**src/rtl/sxs_pkg.sv**
```systemverilog
package sxs_pkg;
   typedef enum logic [2:0] {
      PH_IDLE  = 3'd0,
      PH_ADDR  = 3'd1,
      PH_WDATA = 3'd2,
      PH_WAIT  = 3'd3,
      PH_RDATA = 3'd4
   } sxs_phase_e;

   function automatic int sel_width(input int max_lat);
      return (max_lat > 1) ? $clog2(max_lat) : 1;
   endfunction
endpackage

```
**src/rtl/sxs_regfile.sv**
```systemverilog
module sxs_regfile #(
   parameter int ADDR_W    = 4,
   parameter int DATA_W    = 32,
   parameter bit RESET_MEM = 1'b1
) (
   input  logic              clk,
   input  logic              rst_n,
   input  logic              we,
   input  logic [ADDR_W-1:0] waddr,
   input  logic [DATA_W-1:0] wdata,
   input  logic [ADDR_W-1:0] raddr,
   output logic [DATA_W-1:0] rdata
);
   localparam int DEPTH = 1 << ADDR_W;

   logic [DATA_W-1:0] words [DEPTH];

   generate
      if (RESET_MEM) begin : g_rst_mem
         always_ff @(posedge clk) begin
            if (!rst_n) begin
               for (int i = 0; i < DEPTH; i++) words[i] <= '0;
            end else if (we) begin
               words[waddr] <= wdata;
            end
         end
      end else begin : g_plain_mem
         always_ff @(posedge clk) begin
            if (we) words[waddr] <= wdata;
         end
      end
   endgenerate

   assign rdata = words[raddr];
endmodule

```
**src/rtl/sxs_phase_ctrl.sv**
```systemverilog
module sxs_phase_ctrl
   import sxs_pkg::*;
#(
   parameter int ADDR_W  = 4,
   parameter int MAX_LAT = 4,
   parameter int SEL_W   = sel_width(MAX_LAT)
) (
   input  logic              clk,
   input  logic              rst_n,
   input  logic              addr_valid,
   input  logic              rd_not_wr,
   input  logic [ADDR_W-1:0] addr,
   input  logic [SEL_W-1:0]  lat_sel,
   output logic              addr_ack,
   output logic              wr_ack,
   output logic              rd_ack,
   output logic              mem_we,
   output logic              rd_load,
   output logic [ADDR_W-1:0] cur_addr
);
   localparam logic [SEL_W-1:0] LAT_TOP = SEL_W'(MAX_LAT - 1);

   sxs_phase_e       phase_q, phase_d;
   logic             rnw_q;
   logic [SEL_W-1:0] lat_q, cnt_q, cnt_d;
   logic [SEL_W-1:0] lat_clamped;

   assign lat_clamped = (lat_sel > LAT_TOP) ? LAT_TOP : lat_sel;

   always_comb begin
      phase_d = phase_q;
      cnt_d   = cnt_q;
      unique case (phase_q)
         PH_IDLE:  if (addr_valid) phase_d = PH_ADDR;
         PH_ADDR: begin
            if (!rnw_q) begin
               phase_d = PH_WDATA;
            end else if (lat_q == '0) begin
               phase_d = PH_RDATA;
            end else begin
               phase_d = PH_WAIT;
               cnt_d   = lat_q;
            end
         end
         PH_WAIT: begin
            if (cnt_q == SEL_W'(1)) phase_d = PH_RDATA;
            else                    cnt_d   = cnt_q - SEL_W'(1);
         end
         PH_WDATA: phase_d = PH_IDLE;
         PH_RDATA: phase_d = PH_IDLE;
         default:  phase_d = PH_IDLE;
      endcase
   end

   always_ff @(posedge clk) begin
      if (!rst_n) begin
         phase_q  <= PH_IDLE;
         cnt_q    <= '0;
         lat_q    <= '0;
         rnw_q    <= 1'b0;
         cur_addr <= '0;
      end else begin
         phase_q <= phase_d;
         cnt_q   <= cnt_d;
         if (phase_q == PH_IDLE && addr_valid) begin
            lat_q    <= lat_clamped;
            rnw_q    <= rd_not_wr;
            cur_addr <= addr;
         end
      end
   end

   assign addr_ack = (phase_q == PH_ADDR);
   assign wr_ack   = (phase_q == PH_WDATA);
   assign rd_ack   = (phase_q == PH_RDATA);
   assign mem_we   = (phase_q == PH_ADDR) && !rnw_q;
   assign rd_load  = (phase_d == PH_RDATA) && (phase_q != PH_RDATA);
endmodule

```
**src/rtl/sxs_rdata_stage.sv**
```systemverilog
module sxs_rdata_stage #(
   parameter int DATA_W = 32
) (
   input  logic              clk,
   input  logic              rst_n,
   input  logic              load,
   input  logic [DATA_W-1:0] word,
   output logic [DATA_W-1:0] rd_data
);
   always_ff @(posedge clk) begin
      if (!rst_n)    rd_data <= '0;
      else if (load) rd_data <= word;
      else           rd_data <= '0;
   end
endmodule

```
**src/rtl/split_xfer_slave.sv**
```systemverilog
module split_xfer_slave
   import sxs_pkg::*;
#(
   parameter int ADDR_W    = 4,
   parameter int DATA_W    = 32,
   parameter int MAX_LAT   = 4,
   parameter bit RESET_MEM = 1'b1,
   parameter int SEL_W     = sel_width(MAX_LAT)
) (
   input  logic              clk,
   input  logic              rst_n,
   input  logic              addr_valid,
   input  logic              rd_not_wr,
   input  logic [ADDR_W-1:0] addr,
   input  logic [SEL_W-1:0]  lat_sel,
   input  logic [DATA_W-1:0] wr_data,
   output logic              addr_ack,
   output logic              wr_ack,
   output logic              rd_ack,
   output logic [DATA_W-1:0] rd_data
);
   generate
      if (ADDR_W < 1 || ADDR_W > 10) begin : g_bad_addr_w
         $error("split_xfer_slave: ADDR_W must lie in 1..10");
      end
      if (DATA_W < 1) begin : g_bad_data_w
         $error("split_xfer_slave: DATA_W must be positive");
      end
      if (MAX_LAT < 1 || (1 << SEL_W) < MAX_LAT) begin : g_bad_lat
         $error("split_xfer_slave: MAX_LAT must be >= 1 and fit in SEL_W");
      end
   endgenerate

   logic              mem_we;
   logic              rd_load;
   logic [ADDR_W-1:0] cur_addr;
   logic [DATA_W-1:0] mem_word;

   sxs_phase_ctrl #(
      .ADDR_W (ADDR_W),
      .MAX_LAT(MAX_LAT),
      .SEL_W  (SEL_W)
   ) u_ctrl (
      .clk       (clk),
      .rst_n     (rst_n),
      .addr_valid(addr_valid),
      .rd_not_wr (rd_not_wr),
      .addr      (addr),
      .lat_sel   (lat_sel),
      .addr_ack  (addr_ack),
      .wr_ack    (wr_ack),
      .rd_ack    (rd_ack),
      .mem_we    (mem_we),
      .rd_load   (rd_load),
      .cur_addr  (cur_addr)
   );

   sxs_regfile #(
      .ADDR_W   (ADDR_W),
      .DATA_W   (DATA_W),
      .RESET_MEM(RESET_MEM)
   ) u_mem (
      .clk  (clk),
      .rst_n(rst_n),
      .we   (mem_we),
      .waddr(cur_addr),
      .wdata(wr_data),
      .raddr(cur_addr),
      .rdata(mem_word)
   );

   sxs_rdata_stage #(
      .DATA_W(DATA_W)
   ) u_rdata (
      .clk    (clk),
      .rst_n  (rst_n),
      .load   (rd_load),
      .word   (mem_word),
      .rd_data(rd_data)
   );
endmodule

```
**config.mk**
```make
export PLATFORM = sky130hd
export DESIGN_NAME = split_xfer_slave
export DESIGN_NICKNAME = d
export VERILOG_FILES = /design/src/rtl/sxs_pkg.sv /design/src/rtl/sxs_regfile.sv /design/src/rtl/sxs_phase_ctrl.sv /design/src/rtl/sxs_rdata_stage.sv /design/src/rtl/split_xfer_slave.sv
export SDC_FILE = /design/constraint.sdc
export NUM_CORES = 1
export LEC_CHECK = 0
export ABC_AREA = 1
export BUFFER_PORTS_ARGS = -buffer_cell sky130_fd_sc_hd__buf_2
export CAP_MARGIN = 20
export CELL_PAD_IN_SITES_DETAIL_PLACEMENT = 0
export CELL_PAD_IN_SITES_GLOBAL_PLACEMENT = 1
export CORE_MARGIN = 2
export CORE_UTILIZATION = 29
export CTS_CLUSTER_DIAMETER = 50
export DETAILED_ROUTE_END_ITERATION = 7
export GPL_ROUTABILITY_DRIVEN = 0
export PLACE_DENSITY = 0.51
export SLEW_MARGIN = 20
export SYNTH_ARGS = -nofsm -noshare
export SYNTH_HDL_FRONTEND = slang
export SYNTH_SLANG_ARGS = --single-unit
```
**constraint.sdc**
```tcl
create_clock -name clk -period 2.3 [get_ports clk]
set_input_delay 0.46 -clock clk [delete_from_list [all_inputs] [get_ports clk]]
set_output_delay 0.46 -clock clk [all_outputs]
set_load 0.02 [all_outputs]
```
After elaboration in Yosys (flattened, before gate mapping)
Memories as Yosys holds them, arrays and structs flattened. A register that Yosys moved wholly into a read port is not among the register bits.
Cells that the tools add are included.

cells by class
  $lt $le $gt $ge = 1
  muxes and demuxes = 17
  $add $sub $neg = 1
  reduce and logical (&&, ||, !) cells = 11
  equal/unequal tests = 10

operator list
  operator                                                             number
  32-bit 2-to-1 mux                                                    1
  32-bit OR reduction                                                  1
  3-bit 2-to-1 mux                                                     4
  3-bit one-hot mux with 3 select lines                                1
  2-bit 2-to-1 mux                                                     4
  3-bit by 2-bit == test with 1-bit output (second input constant)     2
  3-bit == test (second input constant)                                2
  1-bit 2-to-1 mux                                                     5
  4-bit 2-to-1 mux                                                     1
  2-bit != test (second input constant)                                2
  2-bit one-hot mux with 2 select lines                                1
  4-bit AND reduction                                                  1
  3-bit by 1-bit == test with 1-bit output (second input constant)     1
  1-bit logical AND                                                    3
  3-bit logical NOT                                                    1
  3-bit != test (second input constant)                                1
  2-bit by 1-bit == test with 1-bit output (second input constant)     1
  2-bit > comparator (second input constant)                           1
  1-bit logical NOT                                                    2
  2-bit logical NOT                                                    1
  2-bit by 1-bit != test with 1-bit output (second input constant)     1
  2-bit AND reduction                                                  1
  2-bit nonzero test                                                   1
  2-bit by 1-bit subtractor with 2-bit output (second input constant)  1

storage, ports and cells
  memories kept = 1
  memory bits (writable) = 512
  word-level logic and storage cells = 46
  output and inout port bits = 35
  bits in registers = 12
  input bits = 42

memory list
  name         depth  bits a word  rd ports  clocked after memory_dff  write ports  RTL line           source
  u_mem.words  16     32           1         1                         16           sxs_regfile.sv:16  logic [DATA_W-1:0] words [DEPTH];

Logic depth before layout (Yosys ltp)
Gate-level depths: netlist of the first run.

  depth in word-level cells = 8
  depth in mapped cells = 12
  mapped depth without buffers = 9

By module
From an unflattened synthesis of the first run, not the netlist that was laid out.

unflattened totals
  cells, all modules = 2913
  area, all modules = 26217.6 µm²

modules (own cells, without submodules)
  module           cells each  area an instance (µm²)  seq. area each (µm²)  instances
  sxs_regfile      2733        24652.4                 15374.7               1
  sxs_rdata_stage  100         1011.0                  640.6                 1
  sxs_phase_ctrl   80          554.3                   240.2                 1

Worst setup path before layout of the first run
No wires, ideal clock.

  kind = reg-to-reg
  start = register u_ctrl.phase_q[2]
  end = memory u_mem.words[1][0], enable pin
  clock period less this slack = 2.521 ns
  buffers on the path = 1
  data required time = 1.911 ns
  data arrival time = 2.131 ns
  stages on the path, launching flop included = 9
  setup time = 0.389 ns
  path slack = -0.221 ns
  cell sequence = dfxtp_1 -> inv_1 -> nand2_2 -> nor2_4 -> nand3_4 -> nor3_4 -> nand2_4 -> buf_6 -> nand2_1

RTL lines
  element                   RTL line              source
  start: declaration        sxs_phase_ctrl.sv:23  sxs_phase_e phase_q, phase_d;
  start signal: assignment  sxs_phase_ctrl.sv:63  phase_q <= phase_d;
  end: declaration          sxs_regfile.sv:16

==> results.json, run 1 <==
{
  "criticalPathCategory": "register to register",
  "min_path_type": "input pin to register",
  "leakage_uw": 0.01360,
  "drive_above_1_share": 0.1456,
  "clk_pin_slew_ns": 0.05,
  "avgSynthCellArea_um2": 9.070,
  "path_cells": "inv_1, nand2_2, nor2_4, nand3_4, nor2_1, buf_4, nand2_2, nand2_2, buf_12",
  "cts_setup_buffers": 0,
  "htree_levels": 3,
  "clock-sinks": 556,
  "grt_pass1_wl_um": 127600,
  "drc": 0,
  "fin_nets": 2918,
  "powerDensity_mw_per_mm2": 909.4,
  "grt.total_usage": 0.1937,
  "cp.required_ns": 2.62,
  "wire_per_inst_um": 21.02,
  "finalClockSkew_ns": 0.01889,
  "setup_viol_count_final": 0,
  "via_per_inst": 4.543,
  "area_growth_pct": 19.71,
  "die_area_mm2": 0.08996,
  "ant_nets": 0,
  "initial_core_util": 0.2927,
  "rows": 108,
  "fin_setup_tns_ns": 0,
  "cpMostUsedCell": "nand2_2",
  "cp-end-kind": "register",
  "synth_warnings": 0,
  "cp_slowest_cell": "dfxtp_1",
  "syn_nets": 2843,
  "start_kind": "register",
  "netlist_instances": 2800,
  "worstPathMaxFanout": 15,
  "relSlewSlack": 0.4371,
  "cts_max_path_buffers": 3,
  "drtIter0Drc": 1272,
  "grt_max_degree": 123,
  "maxSlewViolCount": 0,
  "regToRegSetupSlack_ns": 0.22,
  "wl_um": 86290,
  "dr.pass1.iters": 6,
  "numCtsBuffers": 86,
  "rsz0062_at_grt": "false",
  "power_uw": 27650,
  "synthesis.area_mm2": 0.02540,
  "post-dp-hpwl_um": 49690,
  "hold_slack_ns": 0.1039,
  "grt_overflow": 0,
  "core_area_mm2": 0.08675,
  "synth-seq-cells": 556,
  "hold_viol": 0,
  "cts_tree": "built",
  "stdcell_count": 4104,
  "netlist_top_cells_area": "edfxtp_1 (61%), nand2_1 (20%), nor2_1 (7.7%)",
  "ctsHoldBuffers": 0,
  "fin_ws_ns": 0.2176,
  "clk_latency_ns": 0.64,
  "outcome": "completed",
  "antenna_found_initial": 1,
  "layout_commonest_cell": "nand2_1",
  "synth_top_area_cell": "edfxtp_1",
  "synth_top_area_frac": 0.6054,
  "io_pins": 77,
  "die_x_um": 299.9,
  "finalCriticalPeriod_ns": 2.082,
  "final_cell_mix": "nand2_1 (1356), nor2_1 (516), edfxtp_1 (512), clkbuf_16 (88), buf_2 (76)",
  "critPathArrivalTime_ns": 2.41,
  "ys_types": 23,
  "seq_area_frac_synth": 0.6401,
  "cpPeakStageDelay_ns": 0.32,
  "fin_crit_sh": 0.9054,
  "dp_slack_ns": 0.2367,
  "peakVddDrop_uv": 673.8,
  "tightest_slew_ns": 0.8434,
  "postCtsResizedCells": 0,
  "max_freq_mhz": 480.2,
  "dp_cells": 3942,
  "maxCapViolCount": 0,
  "root_buffer": "clkbuf_16",
  "fp.dieH_um": 299.9,
  "routed-via-count": 18650,
  "grt_pass1_vias": 19280,
  "port_buffers": 76
}
==> metal layers <==
| metal | GRT usage | share of wire |
|---|---|---|
| met4 | 0.06464 | 0.031 |
| met3 | 0.02674 | 0.039 |
| met1 | 0.2585 | 0.46 |
| met5 | 0 | 0 |
| met2 | 0.3237 | 0.47 |
==> where the power goes <==
part / internal [uW] / leakage [uW] / switching (uW) / total (uW)
Clock: 8580 / 0.00145 / 5050 / 13600
Combinational: 644 / 0.00650 / 1870 / 2520
Sequential: 11400 / 0.00565 / 125 / 11500
Total: 20600 / 0.0136 / 7040 / 27600
==> critical path: cells and delay by family (launching register included) <==
| family | cells | cell delay [ns] |
|---|---|---|
| DFF | 1 | 0.32 |
| buffers and inverters | 3 | 0.48 |
| and+or+nand+nor | 6 | 0.95 |
==> per-stage QoR <==
step | utilization | instance area (um^2)
4_1_cts | 0.3504 | 30400
3_3_place_gp | 0.3158 | 27400
3_5_place_dp | 0.3158 | 27400
2_1_floorplan | - | 25440
5_1_grt | 0.3504 | 30400
6_report | 0.3504 | 30400
==> synth_stat cells, drive strengths merged <==
library cell and number:
nand2 1390, nor2 593, edfxtp 512, clkbuf 103, buf 82, inv 47, dfxtp 44, o21ai 10
a21oi 8, nand3 5, nor3 4, ha 1, nor3b 1
==> cell type report <==
type | count | area (um^2)
Antenna cell | 2 | 5.005
Clock buffer | 101 | 2261
Clock inverter | 59 | 735.7
Fill cell | 9023 | 56350
Inverter | 47 | 186.4
Multi-Input combinational cell | 2012 | 8003
Sequential cell | 556 | 16260
Tap cell | 1155 | 1445
Timing Repair Buffer | 172 | 1501
==> logic make-up after synthesis <==
| family | share of synthesized area |
|---|---|
| AO/OA/AOI/OAI | 0.003547 |
| adder cells (fa/ha/maj) | 0.0004926 |
| buffers and inverters | 0.04774 |
| flip-flops | 0.6401 |
| AND/OR/NAND/NOR | 0.3081 |
==> registers in the layout, summed over array words and instances, names as in the netlist <==
register         flops
u_rdata.rd_data     32
u_mem.words        512
u_ctrl.cur_addr      4
u_ctrl.cnt_q         2
u_ctrl.rnw_q         1
u_ctrl.lat_q         2
u_ctrl.phase_q       3
==> final timing paths <==
check,end,cells past startpoint,from
worst max-delay path,u_mem.words[13][31],9,u_ctrl.phase_q[2]
worst min-delay path,u_ctrl.lat_q[0],3,lat_sel[0]
worst max register to register,u_mem.words[13][31],9,u_ctrl.phase_q[2]
worst min register to register,u_ctrl.cnt_q[0],2,u_ctrl.cnt_q[0]
(Power assumes the default switching activity.)
==> inputs of run 2 (changes only) <==
--- a/config.mk
+++ b/config.mk
@@ -6,16 +6,17 @@
 export NUM_CORES = 1
 export LEC_CHECK = 0
 export ABC_AREA = 1
+export ABC_CLOCK_PERIOD_IN_PS = 2300
 export BUFFER_PORTS_ARGS = -buffer_cell sky130_fd_sc_hd__buf_2
 export CAP_MARGIN = 20
 export CELL_PAD_IN_SITES_DETAIL_PLACEMENT = 0
 export CELL_PAD_IN_SITES_GLOBAL_PLACEMENT = 1
 export CORE_MARGIN = 2
-export CORE_UTILIZATION = 29
+export CORE_UTILIZATION = 44
 export CTS_CLUSTER_DIAMETER = 50
 export DETAILED_ROUTE_END_ITERATION = 7
 export GPL_ROUTABILITY_DRIVEN = 0
-export PLACE_DENSITY = 0.51
+export PLACE_DENSITY = 0.73
 export SLEW_MARGIN = 20
 export SYNTH_ARGS = -nofsm -noshare
 export SYNTH_HDL_FRONTEND = slang
==> run 2 against run 1 <==
Effect of this change: count of clock-buffer cells in the layout decreased by 18; flip-flop and latch count unchanged; setup slack got worse by 0.046 ns; hold slack improved by 0.0052 ns; clock power decreased by 15%; die area decreased by 34%; combinational power decreased by 6%; global-route usage increased by 4.9 points; cell count decreased by 11%; largest cell class unchanged; largest power group unchanged.
==> results.json, run 2 (synthesized netlist as in run 1, its figures left out) <==
{
  "outcome": "completed",
  "clk_pin_slew_ns": 0.06,
  "regToRegSetupSlack_ns": 0.17,
  "postCtsResizedCells": 0,
  "hold_path.startpoint": "lat_sel[0]",
  "rows": 88,
  "leakage_uw": 0.01323,
  "ctsHoldBuffers": 0,
  "regMostFlops": "u_mem.words",
  "layout_commonest_cell": "nand2_1",
  "io_pins": 77,
  "min_path_type": "input pin to register",
  "cp.required_ns": 2.58,
  "cts_setup_buffers": 0,
  "worstPathMaxFanout": 32,
  "setup_viol_count_final": 0,
  "rr_worst_depth": 8,
  "drtIter0Drc": 1462,
  "clk_latency_ns": 0.60,
  "wire_per_inst_um": 19.55,
  "fp.dieH_um": 244.2,
  "grt_pass1_wl_um": 108700,
  "powerDensity_mw_per_mm2": 874.3,
  "criticalPathCategory": "register to register",
  "num-fill-cells": 5306,
  "rsz0062_at_grt": "false",
  "clock-sinks": 556,
  "ant_nets": 0,
  "dr.pass1.iters": 5,
  "die_x_um": 244.2,
  "via_per_inst": 5.086,
  "cp-end-kind": "register",
  "grt.total_usage": 0.2425,
  "core_area_mm2": 0.05737,
  "numCtsBuffers": 67,
  "finalCriticalPeriod_ns": 2.128,
  "grt_overflow": 0,
  "grt_pass1_vias": 17850,
  "root_buffer": "clkbuf_16",
  "initial_core_util": 0.4427,
  "start_kind": "register",
  "cts_tree": "built",
  "critPathArrivalTime_ns": 2.41,
  "tightest_slew_ns": 0.8573,
  "cts_max_path_buffers": 3,
  "max_freq_mhz": 469.9,
  "area_growth_pct": 14.93,
  "antenna_cells": 0,
  "hold_viol": 0,
  "worstReg2RegEnd": "u_mem.words[0][27]",
  "peakVddDrop_uv": 463.2,
  "rr_startpoint": "u_ctrl.phase_q[2]",
  "maxSlewViolCount": 0,
  "largestRegisters": "u_mem.words x512, u_rdata.rd_data x32, u_ctrl.cur_addr x4",
  "drc": 0,
  "htree_levels": 3,
  "largest_reg_flops": 512,
  "grt_max_degree": 139,
  "maxCapViolCount": 0,
  "fin_nets": 2878,
  "fin_setup_tns_ns": 0,
  "fin_crit_sh": 0.9252,
  "post-dp-hpwl_um": 40000,
  "final_cell_mix": "nand2_1 (1356), nor2_1 (516), edfxtp_1 (512), buf_2 (76), clkbuf_16 (75)",
  "finalClockSkew_ns": 0.02186,
  "finalInstanceArea_mm2": 0.02919,
  "die_area_mm2": 0.05966,
  "drive_above_1_share": 0.1312,
  "wl_um": 71430,
  "dpl-instance-area_mm2": 0.02672,
  "min_path_cells": 3,
  "min_to": "u_ctrl.lat_q[0]",
  "routed-via-count": 18580,
  "port_buffers": 76,
  "antenna_found_initial": 0,
  "relSlewSlack": 0.4284
}
## run 2: area by class of cell
type	count	area (um^2)	share of cell area
Inverter	47	186.4	0.006387
Multi-Input combinational cell	2012	8003	0.2742
Timing Repair Buffer	151	1306	0.04475
Sequential cell	556	16260	0.5572
Tap cell	765	957.2	0.03279
Clock buffer	83	1947	0.06670
Clock inverter	39	524.3	0.01796
## run 2: report_power, final
group / internal [uW] / switching (uW)
logic: 624 / 1760
clock network: 7380 / 4260
registers: 11400 / 121
## run 2: worst max path at each step
stage,to,slack (ns),startpoint,cells after the start
floorplan,u_mem.words[1][0],0.09,u_ctrl.phase_q[2],8
global placement,u_mem.words[2][27],0.24,u_ctrl.phase_q[2],8
CTS,u_mem.words[0][8],0.19,u_ctrl.phase_q[2],8
detailed placement,u_mem.words[0][9],0.21,u_ctrl.phase_q[2],8
global route,u_mem.words[0][7],0.07,u_ctrl.phase_q[0],7
finish,u_mem.words[0][27],0.17,u_ctrl.phase_q[2],8
## run 2: metrics by stage
| stage | util | total power (uW) | hold WS [ns] | instances | setup slack, ns |
|---|---|---|---|---|---|
| after floorplan | - | 13160 | 0.4577 | 2800 | 0.08626 |
| after global placement | 0.4657 | 14060 | 0.4730 | 3531 | 0.2394 |
| after detailed placement | 0.4657 | 14080 | 0.4949 | 3531 | 0.2098 |
| after CTS | 0.5088 | 25680 | 0.09259 | 3653 | 0.1922 |
| after global routing | 0.5088 | 26360 | 0.1157 | 3653 | 0.07166 |
| final | 0.5088 | 25520 | 0.1092 | 3653 | 0.1719 |
## run 2: metal layers
layer / share of wire / vias up / track usage
li1: - / 8871 / -
met1: 0.45 / 9000 / 0.3451
met2: 0.46 / 601 / 0.3831
met3: 0.060 / 106 / 0.03468
met4: 0.026 / 0 / 0.08016
met5: 0 / - / 0
## run 2: worst max-delay path, cell delays in order, from the launching register on
cell and delay, ns:
dfxtp_1 0.32, inv_1 0.11, nand2_2 0.09, nor2_4 0.15, nand3_4 0.16, nor3_4 0.37
nand2_4 0.21, nand2_2 0.13, buf_12 0.24
==> inputs of run 3 (changes only) <==
--- a/config.mk
+++ b/config.mk
@@ -20,4 +20,5 @@
 export SLEW_MARGIN = 20
 export SYNTH_ARGS = -nofsm -noshare
 export SYNTH_HDL_FRONTEND = slang
+export SYNTH_HIERARCHICAL = 1
 export SYNTH_SLANG_ARGS = --single-unit
==> run 3 against run 2 <==
Effect of this change: die area up 3.2%; critical path type unchanged; largest cell class unchanged; maximum frequency is 0.33% higher; combinational power is 13% higher; power fell by 2.4%; highest routed layer unchanged; critical endpoint is now u_mem/words[7][16].
==> results.json, run 3 <==
{
  "yosysMostFrequentCell": "nand2_1",
  "htree_levels": 3,
  "min_path_type": "input pin to register",
  "finalClockSkew_ns": 0.01463,
  "grt_max_degree": 91,
  "largestRegisters": "u_mem/words x512, u_rdata/rd_data x32, u_ctrl/cur_addr x4",
  "initial_core_util": 0.4442,
  "pwr-share-comb": 0.108,
  "root_buffer": "clkbuf_16",
  "hold_viol": 0,
  "via_per_inst": 5.063,
  "swShare": 0.2519,
  "dp_cells": 3658,
  "clk_latency_ns": 0.60,
  "synth_async_sr_flop_share": 0,
  "synthTopCellsByCount": "nand2_1 (718), nor2_1 (536), edfxtp_1 (512), inv_1 (463), nand3_1 (388)",
  "synth_warnings": 6,
  "antenna_cells": 0,
  "finalCriticalPeriod_ns": 2.121,
  "syn_nets": 2956,
  "dpl-instance-area_mm2": 0.02752,
  "grt_overflow": 0,
  "cts_tree": "built",
  "drtIter0Drc": 1517,
  "tightest_slew_ns": 0.7998,
  "cts_max_path_buffers": 3,
  "final_cell_mix": "nand2_1 (686), nor2_1 (536), edfxtp_1 (512), inv_1 (460), nand3_1 (388)",
  "routed-via-count": 19170,
  "powerDensity_mw_per_mm2": 835.8,
  "post-dp-hpwl_um": 41430,
  "regToRegSetupSlack_ns": 0.18,
  "numCtsBuffers": 70,
  "postCtsResizedCells": 0,
  "wire_per_inst_um": 18.84,
  "maxCapViolCount": 0,
  "hold_slack_ns": 0.1190,
  "rsz0062_at_grt": "false",
  "synthesis.area_mm2": 0.02622,
  "fin_crit_sh": 0.9222,
  "netlist_instances": 2913,
  "dr.pass1.iters": 5,
  "relSlewSlack": 0.4662,
  "worstReg2RegEnd": "u_mem/words[7][16]",
  "synth_top_area_frac": 0.5864,
  "stdcell_count": 3786,
  "ctsHoldBuffers": 0,
  "avgSynthCellArea_um2": 9.000,
  "die_area_mm2": 0.06155,
  "drive_above_1_share": 0.1162,
  "die_x_um": 248.1,
  "outcome": "completed",
  "synth_edf_count": 512,
  "cts_setup_buffers": 0,
  "start_kind": "register",
  "synth-seq-cells": 556,
  "grt_pass1_vias": 18590,
  "io_pins": 77,
  "power_frac_seq": 0.462,
  "grt_pass1_wl_um": 108700,
  "critPathArrivalTime_ns": 2.39,
  "regMostFlops": "u_mem/words",
  "layout_commonest_cell": "nand2_1",
  "rows": 89,
  "worstPathMaxFanout": 16,
  "antenna_found_initial": 0,
  "leakage_uw": 0.01340,
  "core_area_mm2": 0.05902,
  "cp.required_ns": 2.56,
  "hold_path.startpoint": "lat_sel[1]",
  "fin_nets": 3000,
  "min_path_cells": 3,
  "ys_types": 24,
  "area_growth_pct": 13.65,
  "rr_worst_depth": 8,
  "fp.dieH_um": 248.1,
  "max_freq_mhz": 471.5,
  "intPower_uw": 18630,
  "peakVddDrop_uv": 502.4,
  "cp-end-kind": "register",
  "rr_startpoint": "u_ctrl/phase_q[2]",
  "largest_reg_flops": 512,
  "seq_area_frac_synth": 0.6200,
  "drc": 0,
  "clk_pin_slew_ns": 0.05,
  "min_to": "u_ctrl/lat_q[1]",
  "synth_top_area_cell": "edfxtp_1",
  "clockPowerShare": 0.430,
  "maxSlewViolCount": 0,
  "wl_um": 71320,
  "netlist_top_cells_area": "edfxtp_1 (59%), nand2_1 (10%), nor2_1 (7.7%)",
  "netSwitchingPower_uw": 6273,
  "port_buffers": 76,
  "criticalPathCategory": "register to register",
  "clock-sinks": 556,
  "ys.flop_type": "edfxtp_1",
  "finalInstanceArea_mm2": 0.02980,
  "grt.total_usage": 0.2356,
  "ant_nets": 0,
  "setup_viol_count_final": 0
}
run 3: changes by cell type in the layout (fill, tap and decap cells not counted), sizes merged, moves of 2 or more:
cell	before	now
clkinv	20	16
inv	51	469
bufinv	12	3
o21ai	10	7
clkbuf	83	99
nor2	593	568
nand2	1390	721
nor3	4	6
a21oi	8	5
nand3	5	389
clkinvlp	3	7
buf	151	163
run 3: critical path, stage by stage, from the launching register on:
cell and delay (ns):
dfxtp_1 0.34, inv_2 0.11, nand3_1 0.10, nor2_1 0.11, nand2_1 0.18, nor3_2 0.39
nand2_2 0.13, nand2_2 0.12, buf_4 0.29
run 3: layer usage:
layer / GRT usage / up-vias / part of all wire
met5: 0 / - / 0
met4: 0.08018 / 0 / 0.026
met3: 0.03221 / 114 / 0.064
li1: - / 9190 / -
met2: 0.3883 / 603 / 0.47
met1: 0.3211 / 9262 / 0.44
run 3: worst max path at each step:
stage                            from                  to  slack, ns  depth (start not counted)
finish              u_ctrl/phase_q[2]  u_mem/words[7][16]       0.18                          8
global route        u_ctrl/phase_q[2]  u_mem/words[7][17]       0.03                          8
CTS                 u_ctrl/phase_q[2]  u_mem/words[7][19]       0.16                          8
detailed placement  u_ctrl/phase_q[2]  u_mem/words[7][20]       0.18                          8
global placement    u_ctrl/phase_q[2]  u_mem/words[7][20]       0.14                          8
floorplan                       rst_n  u_mem/words[13][0]      -0.05                          6
run 3: area by class of cell:
type                            instances  area [um^2]
Fill cell                            5433        29220
Sequential cell                       556        16270
Multi-Input combinational cell       1700         7114
Clock buffer                           99         2016
Inverter                              466         1759
Timing Repair Buffer                  163         1409
Tap cell                              773        967.2
Clock inverter                         29        264.0
run 3: per-stage QoR:
step | total power (uW) | setup TNS, ns | worst slack [ns] | utilization
6_report | 24900 | 0 | 0.1790 | 0.5049
2_1_floorplan | 13400 | -10.52 | -0.05482 | -
5_1_grt | 25830 | 0 | 0.03150 | 0.5049
3_5_place_dp | 14400 | 0 | 0.1791 | 0.4663
3_3_place_gp | 14370 | 0 | 0.1419 | 0.4663
4_1_cts | 25140 | 0 | 0.1571 | 0.5049
run 3: power by group through the flow:
stage	combinational [uW]	clock, uW	sequential [uW]
finish	2690	10700	11500
global route	2980	11300	11500
CTS	2700	10900	11500
detailed placement	2690	0	11700
global placement	2670	0	11700
floorplan	1720	0	11700
run 3: cells by family (layout without fill, tap and decap cells):
group	Yosys count	in the layout	share of synthesized area
AO/OA/AOI/OAI	13	13	0.002529
adder cells (fa/ha/maj)	1	1	0.0004772
buffers and inverters	657	757	0.1117
flip-flops	556	556	0.6200
AND/OR/NAND/NOR	1686	1686	0.2653
